[config.mk]
export PLATFORM = sky130hd
export DESIGN_NAME = nvm_word_reader
export DESIGN_NICKNAME = d
export VERILOG_FILES = /design/src/rtl/nvmrd_pkg.sv /design/src/rtl/nvmrd_datapath.sv /design/src/rtl/nvmrd_control.sv /design/src/rtl/nvm_word_reader.sv
export SDC_FILE = /design/constraint.sdc
export NUM_CORES = 1
export LEC_CHECK = 0
export CORE_ASPECT_RATIO = 1.2
export CORE_MARGIN = 5
export CORE_UTILIZATION = 54
export CTS_BUF_LIST = sky130_fd_sc_hd__clkbuf_4 sky130_fd_sc_hd__clkbuf_8
export DETAILED_ROUTE_END_ITERATION = 12
export PLACE_DENSITY = 0.88
export SETUP_SLACK_MARGIN = 0.5
export SLEW_MARGIN = 20
export SYNTH_ARGS = -nofsm -noshare
export SYNTH_HDL_FRONTEND = slang
export SYNTH_SLANG_ARGS = --single-unit
[constraint.sdc]
create_clock -name clk -period 4.6 [get_ports clk]
set_input_delay 0.46 -clock clk [delete_from_list [all_inputs] [get_ports clk]]
set_output_delay 0.46 -clock clk [all_outputs]
set_load 0.05 [all_outputs]
[src/rtl/nvmrd_pkg.sv]
package nvmrd_pkg;
  localparam int REG_W    = 32;
  localparam int START_BIT = 0;
  localparam int DONE_BIT  = 1;
  localparam int ADDR_LSB  = 2;
  localparam int DATA_LSB  = 16;
  localparam int ADDR_W    = DATA_LSB - ADDR_LSB;
  localparam int DATA_W    = REG_W - DATA_LSB;

  typedef enum logic [1:0] {
    ST_OK      = 2'b00,
    ST_RANGE   = 2'b01,
    ST_TIMEOUT = 2'b10
  } blkStatus_e;

  typedef enum logic [1:0] {
    SQ_IDLE  = 2'b00,
    SQ_ISSUE = 2'b01,
    SQ_POLL  = 2'b10
  } seqState_e;

  typedef struct packed {
    logic              issue;
    logic [ADDR_W-1:0] addr;
  } ctlStrobes_t;
endpackage

[src/rtl/nvmrd_datapath.sv]
module nvmrd_datapath
  import nvmrd_pkg::*;
(
  input  logic                clk,
  input  logic                rstN,
  input  ctlStrobes_t         ctl,
  output logic                memReq,
  output logic [ADDR_W-1:0]   memAddr,
  input  logic                memAck,
  input  logic [DATA_W-1:0]   memData,
  output logic                dpDone,
  output logic [DATA_W-1:0]   dpData,
  output logic [REG_W-1:0]    regView
);
  logic              pending;
  logic              regDone;
  logic [ADDR_W-1:0] regAddr;
  logic [DATA_W-1:0] regData;

  always_ff @(posedge clk or negedge rstN) begin
    if (!rstN) begin
      pending <= 1'b0;
      regDone <= 1'b0;
      regAddr <= '0;
      regData <= '0;
    end else if (ctl.issue) begin
      pending <= 1'b1;
      regDone <= 1'b0;
      regAddr <= ctl.addr;
    end else if (pending && memAck) begin
      pending <= 1'b0;
      regDone <= 1'b1;
      regData <= memData;
    end
  end

  assign memReq  = pending;
  assign memAddr = regAddr;
  assign dpDone  = regDone;
  assign dpData  = regData;

  always_comb begin
    regView                            = '0;
    regView[START_BIT]                 = pending;
    regView[DONE_BIT]                  = regDone;
    regView[ADDR_LSB +: ADDR_W]        = regAddr;
    regView[DATA_LSB +: DATA_W]        = regData;
  end


  done_clears_chk: assert property (@(posedge clk) disable iff (!rstN)
    ctl.issue |=> !regView[DONE_BIT]);


  req_held_chk: assert property (@(posedge clk) disable iff (!rstN)
    (memReq && !memAck && !ctl.issue) |=> (memReq && $stable(memAddr)));


  done_excl_chk: assert property (@(posedge clk) disable iff (!rstN)
    !(regView[DONE_BIT] && regView[START_BIT]));
endmodule

[src/rtl/nvmrd_control.sv]
module nvmrd_control
  import nvmrd_pkg::*;
#(
  parameter int WORD_COUNT = 16384,
  parameter int POLL_LIMIT = 100000
) (
  input  logic                clk,
  input  logic                rstN,
  input  logic                hostWr,
  input  logic [REG_W-1:0]    hostWord,
  input  logic                blkStart,
  input  logic [ADDR_W-1:0]   blkOffset,
  input  logic [ADDR_W:0]     blkCount,
  input  logic                dpDone,
  input  logic [DATA_W-1:0]   dpData,
  output ctlStrobes_t         ctl,
  output logic                blkBusy,
  output logic                blkDone,
  output logic [1:0]          blkStatus,
  output logic                wordValid,
  output logic [ADDR_W-1:0]   wordAddr,
  output logic [DATA_W-1:0]   wordData
);
  localparam int PCW = $clog2(POLL_LIMIT + 1);
  localparam logic [PCW-1:0] LAST_POLL = PCW'(POLL_LIMIT - 1);

  seqState_e          state;
  logic [ADDR_W-1:0]  curAddr;
  logic [ADDR_W:0]    left;
  logic [PCW-1:0]     pollCnt;
  logic               inRange;
  logic [31:0]        offWide;
  logic [31:0]        cntWide;

  assign offWide = 32'(blkOffset);
  assign cntWide = 32'(blkCount);

  always_comb begin
    inRange = 1'b0;
    if (offWide < 32'(WORD_COUNT) && cntWide != 32'd0)
      inRange = (cntWide <= 32'(WORD_COUNT) - offWide);
  end

  always_comb begin
    ctl.issue = 1'b0;
    ctl.addr  = hostWord[ADDR_LSB +: ADDR_W];
    if (state == SQ_ISSUE) begin
      ctl.issue = 1'b1;
      ctl.addr  = curAddr;
    end else if (state == SQ_IDLE && !blkStart && hostWr && hostWord[START_BIT]) begin
      ctl.issue = 1'b1;
    end
  end

  always_ff @(posedge clk or negedge rstN) begin
    if (!rstN) begin
      state     <= SQ_IDLE;
      curAddr   <= '0;
      left      <= '0;
      pollCnt   <= '0;
      blkDone   <= 1'b0;
      blkStatus <= ST_OK;
      wordValid <= 1'b0;
      wordAddr  <= '0;
      wordData  <= '0;
    end else begin
      blkDone   <= 1'b0;
      wordValid <= 1'b0;
      unique case (state)
        SQ_IDLE: begin
          if (blkStart) begin
            if (inRange) begin
              curAddr <= blkOffset;
              left    <= blkCount;
              state   <= SQ_ISSUE;
            end else begin
              blkDone   <= 1'b1;
              blkStatus <= ST_RANGE;
            end
          end
        end
        SQ_ISSUE: begin
          pollCnt <= '0;
          state   <= SQ_POLL;
        end
        SQ_POLL: begin
          if (dpDone) begin
            wordValid <= 1'b1;
            wordAddr  <= curAddr;
            wordData  <= dpData;
            curAddr   <= curAddr + 1'b1;
            left      <= left - 1'b1;
            if (left == (ADDR_W+1)'(1)) begin
              blkDone   <= 1'b1;
              blkStatus <= ST_OK;
              state     <= SQ_IDLE;
            end else begin
              state <= SQ_ISSUE;
            end
          end else if (pollCnt == LAST_POLL) begin
            blkDone   <= 1'b1;
            blkStatus <= ST_TIMEOUT;
            state     <= SQ_IDLE;
          end else begin
            pollCnt <= pollCnt + 1'b1;
          end
        end
        default: state <= SQ_IDLE;
      endcase
    end
  end

  assign blkBusy = (state != SQ_IDLE);


  poll_bound_chk: assert property (@(posedge clk) disable iff (!rstN)
    (state == SQ_POLL) |-> (32'(pollCnt) < POLL_LIMIT));


  beat_spacing_chk: assert property (@(posedge clk) disable iff (!rstN)
    wordValid |=> !wordValid);


  done_idle_chk: assert property (@(posedge clk) disable iff (!rstN)
    blkDone |-> !blkBusy);


  reject_chk: assert property (@(posedge clk) disable iff (!rstN)
    (!blkBusy && blkStart && !inRange) |=> (blkDone && blkStatus == ST_RANGE && !blkBusy));
endmodule

[src/rtl/nvm_word_reader.sv]
module nvm_word_reader
  import nvmrd_pkg::*;
#(
  parameter int WORD_COUNT = 16384,
  parameter int POLL_LIMIT = 100000
) (
  input  logic         clk,
  input  logic         rstN,
  input  logic         hostWr,
  input  logic [31:0]  hostWord,
  output logic [31:0]  regView,
  input  logic         blkStart,
  input  logic [13:0]  blkOffset,
  input  logic [14:0]  blkCount,
  output logic         blkBusy,
  output logic         blkDone,
  output logic [1:0]   blkStatus,
  output logic         wordValid,
  output logic [13:0]  wordAddr,
  output logic [15:0]  wordData,
  output logic         memReq,
  output logic [13:0]  memAddr,
  input  logic         memAck,
  input  logic [15:0]  memData
);
  ctlStrobes_t       ctl;
  logic              dpDone;
  logic [DATA_W-1:0] dpData;

  nvmrd_control #(
    .WORD_COUNT(WORD_COUNT),
    .POLL_LIMIT(POLL_LIMIT)
  ) uCtl (
    .clk(clk), .rstN(rstN),
    .hostWr(hostWr), .hostWord(hostWord),
    .blkStart(blkStart), .blkOffset(blkOffset), .blkCount(blkCount),
    .dpDone(dpDone), .dpData(dpData), .ctl(ctl),
    .blkBusy(blkBusy), .blkDone(blkDone), .blkStatus(blkStatus),
    .wordValid(wordValid), .wordAddr(wordAddr), .wordData(wordData)
  );

  nvmrd_datapath uDp (
    .clk(clk), .rstN(rstN), .ctl(ctl),
    .memReq(memReq), .memAddr(memAddr), .memAck(memAck), .memData(memData),
    .dpDone(dpDone), .dpData(dpData), .regView(regView)
  );
endmodule

# Word level (Yosys, flattened, before mapping)
# Cells that the tools add are included.
# word_totals
regBits	114
input_bits	82
output_inout_bits	82
wordCells	89
# classes
addsub	4
magnitude_cmp	2
n_eq_ne	12
muxes	39
n_bitwise	1
n_reduce_logical	18
# op_table
operator	n
$mux 14	4
$mux 15	3
$mux 17	2
$pmux 17 s2	1
$le 15x32->1	1
$reduce_bool 32->1	1
$pmux 15 s2	1
$pmux 14 s2	1
$mux 2	9
$add 17x1->17 const B	1
$eq 17x17->1 const B	1
$sub 15x14->16 const A	1
$eq 15x1->1 const B	1
$lt 14x15->1 const B	1
$mux 1	15
$sub 15x1->15 const B	1
$add 14x1->14 const B	1
$ne 2x2->1 const B	4
$reduce_bool 2->1	4
$pmux 2 s3	1
$reduce_and 3->1	2
$logic_and 1x1->1	5
$reduce_and 5->1	1
$ne 2x1->1 const B	2
other kinds (11)	12

# Depth between registers and ports, before layout
# logic_depth
word_depth	8
mapped_depth	15
depth_no_buf	13

# By module
# From an unflattened synthesis, not the netlist that was laid out.
# unflattened
hier_cells	685
hier_area_um2	6442.4
# modules_own_cells
mod	instances	cells_per_inst	area_each_um2	seq_area_each_um2
nvmrd_control	1	583	4958.5	2052.0
nvmrd_datapath	1	102	1483.9	800.8

# Least setup slack after synthesis
# OpenSTA, ideal clock, no wires.
# synth_timing
path_type	input to register
start	input port blkOffset[8]
end	register uCtl.curAddr[13]
setup_time_ns	0.137
arrival_ns	3.745
required_ns	4.463
slack_ns	0.718
path_stages	13
n_path_buf	2
cell_sequence	or3_1 -> or4_1 -> or4_1 -> ha_1 -> nand3_2 -> or4_4 -> nor3_2 -> a31oi_1 -> or4_1 -> buf_6 -> buf_6 -> o22ai_1 -> a21oi_1
# synth_between
elab_chain_len	5
elab_cells_between_ends	7
classes_between	add/sub: 1; order compare: 2; eq/ne: 1; mux: 1; reduce/logical: 2
# synth_lines
element	line_no	rtl
start: declaration	nvm_word_reader.sv:13	input logic [13:0] blkOffset,
$sub 15x14->16 or $lt 14x15->1 (tied branches)	nvmrd_control.sv:41, nvmrd_control.sv:40	
$le 15x32->1 or $logic_and 1x1->1 (tied branches)	nvmrd_control.sv:41, nvmrd_control.sv:40	
$mux 1 *	nvmrd_control.sv:40	if (offWide < 32'(WORD_COUNT) && cntWide != 32'd0)
$ne 2x1->1 (no source line) *	--	
$reduce_and 4->1 (no source line) *	--	
end signal: assignment	nvmrd_control.sv:73	curAddr <= blkOffset;
end signal: assignment	nvmrd_control.sv:91	curAddr <= curAddr + 1'b1;
end: declaration	nvmrd_control.sv:28	logic [ADDR_W-1:0] curAddr;
# Mark *: on every way between the ends. The rest lies on a longest branch, timed or not.
# A chain may end at the register's enable or synchronous reset.

# Worst setup path after layout
# layout_timing
start	input port blkOffset[7]
end	register uCtl.left[11]
# layout_between
elab_chain_len	5
elab_cells_between_ends	7
classes_between	add/sub: 1; order compare: 2; eq/ne: 1; mux: 1; reduce/logical: 2
# layout_lines
element	line_no	rtl
$sub 15x14->16 or $lt 14x15->1 (tied branches)	nvmrd_control.sv:41, nvmrd_control.sv:40	
$le 15x32->1 or $logic_and 1x1->1 (tied branches)	nvmrd_control.sv:41, nvmrd_control.sv:40	
$mux 1 *	nvmrd_control.sv:40	
$ne 2x1->1 (no source line) *	--	
$reduce_and 4->1 (no source line) *	--	
end signal: assignment	nvmrd_control.sv:74	left <= blkCount;
end signal: assignment	nvmrd_control.sv:92	left <= left - 1'b1;
end: declaration	nvmrd_control.sv:29	logic [ADDR_W:0] left;
# Marked as above.

==> flow_metrics.tcl <==
set metrics [dict create \
    antenna_found_initial 0 \
    gpl.final_weighted_congestion 0.8824 \
    path_class "in -> reg" \
    crit_path_end_kind "register" \
    die-area_um2 13610 \
    synth_sequential_area_ratio_pct 46.48 \
    fin_skew_ns 0.007953 \
    syn_to_layout_area_delta_pct 36.27 \
    sw_frac_of_total_pct 49.51 \
    maxSlewViolCount 0 \
    async_flop_share_pct 100.0 \
    cts_tree "done" \
    critical_path_arrival_ns 4.48 \
    report.final.setup_viol 0 \
    timing.final.crit_share_pct 90.58 \
    whs_ns 0.07027 \
    critical_path_required_ns 4.91 \
    final_critical_path_setup_slack_ns 0.4333 \
    final_antenna_net_count 0 \
    hold_viol_final 0 \
    ir_drop_uv 716.4 \
    place.detailed.hpwl_mm 12.68 \
    relative_slew_slack_pct 38.03 \
    setup_crit_end "uCtl.left[11]$_DFFE_PN0P_" \
    ys_seq_elements 114 \
    top_level_ports 164 \
    rr_worst_depth 9 \
    grt_setup_unrepaired "no" \
    grt_overflow_total 0 \
    max_slew.worst_pin.slew_ns 0.9269 \
    grt.met2_usage_pct 46.26 \
    global_route.usage.met1_pct 30.67 \
    worstSetupStartpointType "input pin" \
    wl_mm 19.81 \
    grt_pass1_wl_mm 29.24 \
    sequentialPowerShare_pct 27.8 \
    cts-htree-levels 4 \
    total_power_mw 6.458 \
    port-buffer-count 146 \
    leakage_power_summed_over_all_cells_nw 3.481 \
    clk_transition_reported_paths_ns 0.07 \
    core-area_um2 11090 \
    critical_path_launch_point "blkOffset[7]" \
    drc 0 \
    crit-reg2reg-launch "uCtl.state[0]$_DFFE_PN0P_" \
    horizontal_extent_of_the_die_um 107.3 \
    synth-edff-count 0 \
    worstPathMaxFanout 4 \
    ys_types 52 \
    fp.dieH_um 126.8 \
    r2r-end "uCtl.left[11]$_DFFE_PN0P_" \
    seqCellArea_um2 2853 \
    tritoncts.num_buffers 17 \
    grt_busiest_layer "met2" \
    finalSetupTns_ns 0 \
    rows 42 \
    gr-usage-met3_pct 8.841 \
    grt_start_max_net_pins 88 \
    maxCapViolations 0 \
    vias_per_cell 6.336 \
    r2r_setup_slack_ns 1.62 \
    ctsLongestPathBuffers 2 \
    netSwitchingPower_mw 3.197 \
    status "completed" \
    fraction_of_layout_cells_with_a_size_suffix_above_1_pct 17.19 \
    synth_fp_nets 715 \
    syn_area_um2 6137 \
    initial_utilization_pct 55.35 \
    firstDrtPassIters 8 \
    total_vias_in_the_final_route 5842 \
    cts-root-buf "sky130_fd_sc_hd__clkbuf_8" \
    first_iter_violations 567 \
    combinational_share_of_power_pct 55.6 \
    postSynthCellCount 609 \
    syn-mean-instance-area_um2 10.08 \
    grt_pass1_vias 5774 \
    holdBufCountCts 0 \
    yosys_warnings 0 \
    power_report.internal_total_mw 3.260 \
    wl_per_cell_um 21.49 \
    place_worst_setup_slack_ns -0.3594 \
    powerDensity_nw_per_um2 772.2 \
    final.fill_count 702 \
    insertion_delay_ns 0.46 \
    max_freq_ghz 0.2400 \
    diodes 0 \
    pwr-share-clk_pct 16.6 \
    nNetsFinal 861 \
    gr-usage-all-layers_pct 27.36 \
    tritoncts_num_sinks 114 \
    layout_min_cycle_time_ns 4.167 \
    multiInputGateArea_um2 3099 \
    postSynth.topFlopCell "sky130_fd_sc_hd__dfrtp_1" \
    hold_path.class "in -> async" \
]
[timing repair]
item	in CTS	in global routing
endpoints found under the setup margin	27	30
hold endpoints to repair	0	0
setup buffers	0	0
gates resized for setup	5	20
cloned	0	4
pin swaps	1	1
[stage by stage]
step	utilization (%)	cell area, um^2	instances
finish	75.42	8363	922
global route	75.42	8363	922
CTS	73.67	8169	918
detailed placement	69.41	7696	886
global placement	69.41	7696	886
floorplan	-	6137	609
[area by class of cell]
type                            count  area share (%)
Inverter                           23           1.032
Multi-Input combinational cell    431           37.06
Timing Repair Buffer              168           20.15
Sequential cell                   114           34.11
Clock buffer                       18           2.962
Clock inverter                     14           2.379
Tap cell                          154           2.304
[state kept, by name, indices dropped and copies added (netlist names)]
signal / flops
uCtl.pollCnt: 17
uCtl.wordData: 16
uDp.dpData: 16
uCtl.left: 15
uCtl.curAddr: 14
uCtl.wordAddr: 14
uDp.memAddr: 14
uCtl.blkStatus: 2
uCtl.state: 2
uCtl.blkDone: 1
uCtl.wordValid: 1
uDp.dpDone: 1
uDp.memReq: 1
[worst max-delay path, cell delays in order]
cell                              delay (ns)
sky130_fd_sc_hd__clkdlybuf4s50_1        0.43
sky130_fd_sc_hd__or3_4                  0.38
sky130_fd_sc_hd__or4_4                  0.44
sky130_fd_sc_hd__or4_4                  0.45
sky130_fd_sc_hd__ha_4                   0.29
sky130_fd_sc_hd__nand3_2                0.09
sky130_fd_sc_hd__or4_4                  0.56
sky130_fd_sc_hd__o31ai_2                0.29
sky130_fd_sc_hd__a31oi_2                0.14
sky130_fd_sc_hd__or4_1                  0.59
sky130_fd_sc_hd__mux2i_1                0.23
sky130_fd_sc_hd__a21oi_1                0.12
[layer usage]
layer / vias up / routed length, um
li1: 2532 / -
met1: 2797 / 6899
met2: 388 / 9834
met3: 125 / 1993
met4: 0 / 1084
met5: - / 0
[worst min path at each step]
stage | start | endpoint | slack [ns] | depth (start not counted)
floorplan | rstN | uCtl.blkDone$_DFF_PN0_ | 0.16 | 0
global placement | uCtl.wordData[9]$_DFFE_PN0P_ | uCtl.wordData[9]$_DFFE_PN0P_ | 0.49 | 1
detailed placement | uCtl.wordData[13]$_DFFE_PN0P_ | uCtl.wordData[13]$_DFFE_PN0P_ | 0.49 | 1
CTS | rstN | uCtl.wordData[10]$_DFFE_PN0P_ | 0.26 | 1
global route | rstN | uCtl.left[2]$_DFFE_PN0P_ | 0.13 | 1
finish | rstN | uCtl.left[3]$_DFFE_PN0P_ | 0.07 | 1
[kinds of logic after synthesis]
| family | synth area share [%] |
|---|---|
| buf+inv | 5.525 |
| mux | 11.40 |
| fa+ha+maj | 4.893 |
| simple gates | 14.72 |
| flops | 46.48 |
| compound gates | 14.84 |
| xor+xnor | 2.141 |
[synth_stat cells, drive strengths merged (3+ instances only)]
cell type,count,share of area (%)
dfrtp,114,46
mux2,47,8.6
o22ai,46,4.9
a21oi,45,3.7
nand2,44,2.7
o21ai,37,3.0
nand3,31,2.6
buf,28,3.3
ha,24,4.9
inv,23,1.4
nor2,23,1.4
mux2i,17,2.8
nor3,16,1.4
and3,15,1.5
clkbuf,14,0.86
nor4,10,1.0
or3,10,1.0
xor2,9,1.3
or4,6,0.80
xnor2,6,0.86
nand4,5,0.51
o31ai,4,0.49
a31oi,3,0.31
and4,3,0.43
o211ai,3,0.37
[power by group through the flow]
stage	Clock, mW	Sequential [mW]	Combinational (mW)
2_1_floorplan	0	2.64	1.47
3_3_place_gp	0	1.73	3.32
3_5_place_dp	0	1.77	3.42
4_1_cts	1.08	1.77	3.47
5_1_grt	1.13	1.84	3.75
6_report	1.07	1.79	3.59
[placed cells by master, fill, tap and decap left out, types with 4 or more instances in the layout]
cell / Yosys / routed
sky130_fd_sc_hd__xnor2_1: 6 / 6
sky130_fd_sc_hd__clkdlybuf4s50_1: 0 / 144
sky130_fd_sc_hd__nand3_1: 30 / 30
sky130_fd_sc_hd__inv_1: 23 / 23
sky130_fd_sc_hd__mux2_2: 47 / 47
sky130_fd_sc_hd__or4_4: 1 / 4
sky130_fd_sc_hd__nand4_1: 5 / 5
sky130_fd_sc_hd__and3_1: 15 / 15
sky130_fd_sc_hd__o21ai_0: 37 / 37
sky130_fd_sc_hd__dfrtp_1: 114 / 114
sky130_fd_sc_hd__inv_6: 0 / 4
sky130_fd_sc_hd__ha_1: 24 / 22
sky130_fd_sc_hd__mux2i_1: 17 / 17
sky130_fd_sc_hd__o22ai_2: 2 / 8
sky130_fd_sc_hd__clkinvlp_4: 0 / 4
sky130_fd_sc_hd__clkbuf_8: 0 / 18
sky130_fd_sc_hd__a21oi_1: 45 / 45
sky130_fd_sc_hd__xor2_1: 9 / 9
sky130_fd_sc_hd__or3_1: 10 / 9
sky130_fd_sc_hd__o22ai_1: 44 / 37
sky130_fd_sc_hd__nor3_1: 15 / 14
sky130_fd_sc_hd__buf_4: 18 / 17
sky130_fd_sc_hd__bufinv_16: 0 / 4
sky130_fd_sc_hd__nand2_1: 44 / 44
sky130_fd_sc_hd__nor2_1: 22 / 22
sky130_fd_sc_hd__nor4_1: 10 / 7
No activity file was read; power rests on OpenSTA's default activity.
